### src/rtl/coalescing_tlb.sv
module coalescing_tlb #(
  parameter int VPN_W = 20,
  parameter int PPN_W = 20,
  parameter int SET_W = 4
) (
  input  logic             clk,
  input  logic             rst_n,
  input  logic             flush,
  input  logic             lk_valid,
  input  logic [VPN_W-1:0] lk_vpn,
  output logic             rsp_valid,
  output logic             rsp_hit,
  output logic [PPN_W-1:0] rsp_ppn,
  input  logic             fl_valid,
  input  logic [VPN_W-1:0] fl_vpn,
  input  logic [2:0]       fl_len,
  input  logic [PPN_W-1:0] fl_ppn
);
  localparam int SETS  = 1 << SET_W;
  localparam int WAYS  = 4;
  localparam int TAG_W = VPN_W - SET_W - 2;

  logic [SETS-1:0][WAYS-1:0] vld_q;
  logic [SETS-1:0][2:0]      plru_q;
  logic [TAG_W-1:0] tag_q [SETS][WAYS];
  logic [1:0]       st_q  [SETS][WAYS];
  logic [2:0]       len_q [SETS][WAYS];
  logic [PPN_W-1:0] ppn_q [SETS][WAYS];

  function automatic logic [2:0] plru_touch(input logic [2:0] b, input logic [1:0] w);
    logic [2:0] r;
    r = b;
    if (w[1] == 1'b0) begin
      r[0] = 1'b1;
      r[1] = ~w[0];
    end else begin
      r[0] = 1'b0;
      r[2] = ~w[0];
    end
    return r;
  endfunction

  logic [SET_W-1:0] lk_idx, fl_idx;
  logic [TAG_W-1:0] lk_tag, fl_tag;
  logic [1:0]       lk_off, fl_st;
  logic [3:0]       fl_lo, fl_hi;

  assign lk_idx = lk_vpn[SET_W+1:2];
  assign lk_tag = lk_vpn[VPN_W-1:SET_W+2];
  assign lk_off = lk_vpn[1:0];
  assign fl_idx = fl_vpn[SET_W+1:2];
  assign fl_tag = fl_vpn[VPN_W-1:SET_W+2];
  assign fl_st  = fl_vpn[1:0];
  assign fl_lo  = {2'b00, fl_st};
  assign fl_hi  = fl_lo + {1'b0, fl_len};

  logic fl_ok;
  assign fl_ok = fl_valid && (fl_len != 3'd0) && (fl_hi <= 4'd4);

  logic             lk_hit;
  logic [1:0]       lk_way;
  logic [PPN_W-1:0] lk_ppn;

  always_comb begin
    lk_hit = 1'b0;
    lk_way = 2'd0;
    lk_ppn = '0;
    for (int w = 0; w < WAYS; w++) begin
      logic [3:0] lo, hi, o;
      lo = {2'b00, st_q[lk_idx][w]};
      hi = lo + {1'b0, len_q[lk_idx][w]};
      o  = {2'b00, lk_off};
      if (!lk_hit && vld_q[lk_idx][w] && tag_q[lk_idx][w] == lk_tag && o >= lo && o < hi) begin
        lk_hit = 1'b1;
        lk_way = 2'(w);
        lk_ppn = ppn_q[lk_idx][w] + PPN_W'(lk_off - st_q[lk_idx][w]);
      end
    end
  end

  logic       ov_hit, inv_hit;
  logic [1:0] ov_way, inv_way, lru_way, vic;
  logic [2:0] fb;

  assign fb      = plru_q[fl_idx];
  assign lru_way = fb[0] ? (fb[2] ? 2'd3 : 2'd2) : (fb[1] ? 2'd1 : 2'd0);

  always_comb begin
    ov_hit  = 1'b0;
    ov_way  = 2'd0;
    inv_hit = 1'b0;
    inv_way = 2'd0;
    for (int w = 0; w < WAYS; w++) begin
      logic [3:0] lo, hi;
      lo = {2'b00, st_q[fl_idx][w]};
      hi = lo + {1'b0, len_q[fl_idx][w]};
      if (!ov_hit && vld_q[fl_idx][w] && tag_q[fl_idx][w] == fl_tag && lo < fl_hi && fl_lo < hi) begin
        ov_hit = 1'b1;
        ov_way = 2'(w);
      end
      if (!inv_hit && !vld_q[fl_idx][w]) begin
        inv_hit = 1'b1;
        inv_way = 2'(w);
      end
    end
  end

  assign vic = ov_hit ? ov_way : (inv_hit ? inv_way : lru_way);

  logic do_fill;
  assign do_fill = fl_ok && !flush;

  always_ff @(posedge clk or negedge rst_n) begin
    if (!rst_n) begin
      vld_q     <= '0;
      plru_q    <= '0;
      rsp_valid <= 1'b0;
      rsp_hit   <= 1'b0;
      rsp_ppn   <= '0;
    end else begin
      rsp_valid <= lk_valid;
      rsp_hit   <= lk_valid && lk_hit;
      rsp_ppn   <= (lk_valid && lk_hit) ? lk_ppn : '0;
      if (flush)        vld_q <= '0;
      else if (do_fill) vld_q[fl_idx][vic] <= 1'b1;
      if (lk_valid && lk_hit && !(do_fill && fl_idx == lk_idx))
        plru_q[lk_idx] <= plru_touch(plru_q[lk_idx], lk_way);
      if (do_fill)
        plru_q[fl_idx] <= plru_touch(plru_q[fl_idx], vic);
    end
  end

  always_ff @(posedge clk) begin
    if (do_fill) begin
      tag_q[fl_idx][vic] <= fl_tag;
      st_q[fl_idx][vic]  <= fl_st;
      len_q[fl_idx][vic] <= fl_len;
      ppn_q[fl_idx][vic] <= fl_ppn;
    end
  end

  AST_RSP_AFTER_REQ: assert property (@(posedge clk) disable iff (!rst_n) lk_valid |=> rsp_valid);
  AST_NO_SPURIOUS_RSP: assert property (@(posedge clk) disable iff (!rst_n) !lk_valid |=> !rsp_valid);
  AST_HIT_NEEDS_RSP: assert property (@(posedge clk) disable iff (!rst_n) rsp_hit |-> rsp_valid);
  AST_FLUSH_EMPTIES: assert property (@(posedge clk) disable iff (!rst_n) flush |=> (vld_q == '0));
  AST_BAD_FILL_NOP: assert property (@(posedge clk) disable iff (!rst_n)
    (fl_valid && !fl_ok && !flush) |=> $stable(vld_q));
  AST_FILL_LANDS: assert property (@(posedge clk) disable iff (!rst_n)
    (fl_ok && !flush) |=> ($countones(vld_q) != 0));
endmodule

### config.mk
export PLATFORM = sky130hd
export DESIGN_NAME = coalescing_tlb
export DESIGN_NICKNAME = d
export VERILOG_FILES = /design/src/rtl/coalescing_tlb.sv
export SDC_FILE = /design/constraint.sdc
export NUM_CORES = 2
export LEC_CHECK = 0
export BUFFER_PORTS_ARGS = -buffer_cell sky130_fd_sc_hd__buf_2
export CAP_MARGIN = 20
export CORE_UTILIZATION = 55
export CTS_BUF_LIST = sky130_fd_sc_hd__clkbuf_4
export DETAILED_ROUTE_END_ITERATION = 12
export HOLD_SLACK_MARGIN = 0.02
export PLACE_DENSITY = 0.75
export SLEW_MARGIN = 0
export SYNTH_ARGS = -nofsm -noshare
export SYNTH_HDL_FRONTEND = slang
export SYNTH_SLANG_ARGS = --single-unit
### constraint.sdc
create_clock -name clk -period 16 [get_ports clk]
set_input_delay 1.6 -clock clk [delete_from_list [all_inputs] [get_ports clk]]
set_output_delay 1.6 -clock clk [all_outputs]
set_load 0.1 [all_outputs]
==> reports/qor.yml <==
final_layout:
  nets: 6750
  final_area_um2: 131000
  fillCellCount: 15090
  register_area_um2: 78300
  drive_gt1_share_pct: 36.0
  areaGrowthSynthToFinish_pct: 10.5
  multi_input_area_um2: 38500
die:
  start_util_pct: 55.3
  fp-row-count: 170
  top_level_ports: 90
  dieArea_um2: 218000
  die_w_um: 467
  coreArea_um2: 215000
  die_height_um: 467
critical_path:
  cp-end-kind: "flop"
  path_cells: "buf_8 -> buf_4 -> buf_4 -> mux4_2 -> mux4_2 -> ha_1 -> fa_1 -> inv_1 -> ha_1 -> a21boi_0 -> o22ai_1 -> nand2_1 -> or3_1 -> a2111oi_1 -> a21oi_1 -> or2_1 -> buf_4 -> nor2_4 -> buf_4"
  worstPathMaxFanout: 71
  cpPeakStageDelay_ns: 0.77
  path_buf_inv: 6
  crit_required_ns: 17.04
  crit_type: "input port to flop"
  slowest_stage: "buf_4"
  crit_top_cell: "buf_4"
  crit_family: "buffers and inverters"
  start_kind: "input port"
  critPathArrivalTime_ns: 9.28
power_and_ir_drop:
  p_sw_share_pct: 24.8
  power.total_mw: 14.6
  power.share.sequential_pct: 52.0
  p_int_mw: 11.0
  p_clk_share_pct: 38.0
  p_leak_nw: 43.8
  ir_drop_uv: 88.1
  combPwrFrac_pct: 9.9
  p_switching_mw: 3.61
  p_per_area_nw_per_um2: 111
clock_tree:
  cts_tree: "built"
  cts.path.max_buffers: 4
  root_buffer: "clkbuf_4"
  htree_levels: 6
  cts-resized-gates: 0
  post_cts_buffers: 0
  clk_latency_ns: 1.46
  cts_hold_buf: 0
  path_clk_slew_ns: 0.08
  numCtsBuffers: 663
  clock_sinks: 2630
detailed_routing:
  drc: 0
  routedWlPerCell_um: 36.0
  dr.pass1.iters: 9
  avgViaCountPerCell: 6.97
  ant_nets: 0
  wirelength_um: 354000
  vias: 68659
  drtIter0Drc: 10320
logic_synthesis:
  synthArstFlopShare_pct: 5.10
  ys.flop_type: "edfxtp_1"
  synth-seq-cells: 2630
  synth_edf_count: 2496
  ys_warn_count: 0
  syn_inst: 5962
  syn-num-nets: 6161
  synth_area_per_cell_um2: 19.9
  yosysUniqueCellTypes: 107
  yosysSeqAreaShare_pct: 66.0
  syn_area_um2: 119000
global_route:
  grt_pass1_vias: 68721
  grt_use_total_pct: 32.7
  grt_pass1_wl_um: 498000
  grt_max_degree: 109
  grt_overflow_total: 0
  antenna_found_initial: 13
sta:
  fmax_ghz: 0.121
  period_needed_ns: 8.24
  finalMaxSlewViolations: 0
  fin_tns_setup_ns: 0
  finClkSkew_ns: 0.125
  hold_viol: 0
  grt_setup_unrepaired: "false"
  tightestPinTransition_ns: 1.30
  setup_viol: 0
  maxSlewHeadroom_pct: 13.1
  final.period_utilization_pct: 51.5
hold_path:
  worst_hold_path_type: "input port to asynchronous set/reset pin"
placement:
  place_congestion: 0.962
  port_buffers: 89
  dpl.hpwl_um: 203000
  place_area_um2: 123000
flow_run:
  max_cap_viol_count: 0
outcome:
  outcome: "completed"
-- power groups by stage --
stage	combinational (mW)	sequential, mW	clock, mW
2_1_floorplan	0.910	7.72	0
3_3_place_gp	1.38	7.72	0
3_5_place_dp	1.40	7.73	0
4_1_cts	1.41	7.58	5.60
5_1_grt	1.51	7.57	5.94
6_report	1.45	7.58	5.54
-- kinds of logic after synthesis --
logic type,count (synthesis),share of synthesized area (%)
AO/OA/AOI/OAI,592,3.56
XOR/XNOR,203,1.50
adder cells (fa/ha/maj),131,1.49
buffers and inverters,447,2.04
flip-flops,2630,66.0
multiplexers,1430,23.1
AND/OR/NAND/NOR,529,2.31
-- sequential cells by signal, indices dropped and copies added, names as in the netlist --
signal,flops
len_q,192
vld_q,64
ppn_q,1280
rsp_hit,1
plru_q,48
st_q,128
tag_q,896
rsp_valid,1
rsp_ppn,20
-- stage by stage --
stage	setup slack (ns)	hold slack (ns)	std cells	utilization, %
after floorplan	4.63	0.459	5962	-
after global placement	6.45	0.471	8706	57.2
after detailed placement	6.47	0.484	8708	57.2
after CTS	7.97	0.186	9825	60.9
after global routing	7.66	0.247	9849	61.1
final	7.76	0.252	9856	61.1
-- cells in the mapped netlist, types with 13 or more instances --
library cell / count / area (µm²)
a2111oi_0: 19 / 166
a211oi_1: 15 / 113
a21o_1: 66 / 495
a21oi_1: 110 / 551
a221oi_1: 37 / 324
a22oi_1: 21 / 158
a31oi_1: 22 / 138
and3_1: 13 / 81.3
buf_1: 32 / 120
buf_2: 112 / 561
buf_4: 51 / 383
buf_6: 28 / 315
clkbuf_1: 127 / 477
dfrtp_1: 134 / 3350
edfxtp_1: 2496 / 75000
fa_1: 17 / 340
ha_1: 114 / 1430
inv_1: 68 / 255
mux2_2: 66 / 743
mux2i_1: 319 / 3190
mux4_2: 1042 / 23500
nand2_1: 142 / 533
nand2b_1: 19 / 119
nand3_1: 44 / 220
nor2_1: 171 / 642
nor2b_1: 18 / 113
nor3_1: 35 / 175
o211ai_1: 16 / 120
o21ai_0: 73 / 365
o22ai_1: 53 / 332
o2bb2ai_1: 22 / 193
or3_1: 13 / 81.3
xnor2_1: 172 / 1510
xor2_1: 31 / 272
-- layer usage --
| layer | wire length, µm | GRT usage, % | part of all wire, % | vias to the layer above |
|---|---|---|---|---|
| li1 | - | - | - | 26870 |
| met1 | 124000 | 43.1 | 35 | 35415 |
| met2 | 165000 | 50.5 | 47 | 5376 |
| met3 | 46900 | 9.65 | 13 | 988 |
| met4 | 18300 | 15.5 | 5.2 | 10 |
| met5 | 57 | 0 | 0.016 | - |
-- cell type report --
| type | instances | share of cell area (%) |
|---|---|---|
| Antenna cell | 15 | 0.0286 |
| Tap cell | 2838 | 2.71 |
| Multi-Input combinational cell | 2885 | 29.4 |
| Clock buffer | 945 | 5.41 |
| Timing Repair Buffer | 290 | 1.82 |
| Sequential cell | 2630 | 59.7 |
| Inverter | 81 | 0.245 |
| Clock inverter | 172 | 0.691 |
-- cell usage in the layout (no fill, tap or decap), types with 17 or more instances in the layout --
cell type	n
edfxtp_1	2496
mux4_2	1042
clkbuf_4	945
mux2i_1	319
buf_4	177
xnor2_1	172
nand2_1	142
clkinv_1	134
dfrtp_1	134
ha_1	114
a21oi_1	109
nor2_1	108
buf_2	80
o21ai_0	73
inv_1	66
mux2_2	66
a21o_1	66
nor2_4	64
o22ai_1	53
nand3_1	44
a221oi_1	37
nor3_1	35
xor2_1	31
a31oi_1	22
o2bb2ai_1	22
a22oi_1	21
a2111oi_0	19
nand2b_1	18
clkinv_2	18
inv_2	17
fa_1	17
buf_12	17
-- path summary, 6_finish.rpt --
path	start	endpoint	slack [ns]	cells after the start
min reg2reg	vld_q[12]$_DFFE_PN0P_	vld_q[12]$_DFFE_PN0P_	0.50	1
max in group asynchronous	rst_n	rsp_ppn[6]$_DFF_PN0_	14.28	2
min in group clk	vld_q[12]$_DFFE_PN0P_	vld_q[12]$_DFFE_PN0P_	0.50	1
max reg2reg	st_q[7][4]$_DFFE_PP_	ppn_q[6][42]$_DFFE_PP_	9.53	16
min	rst_n	vld_q[4]$_DFFE_PN0P_	0.25	1
max	fl_vpn[3]	ppn_q[6][42]$_DFFE_PP_	7.76	19
Power figures use the tool's default switching activity.
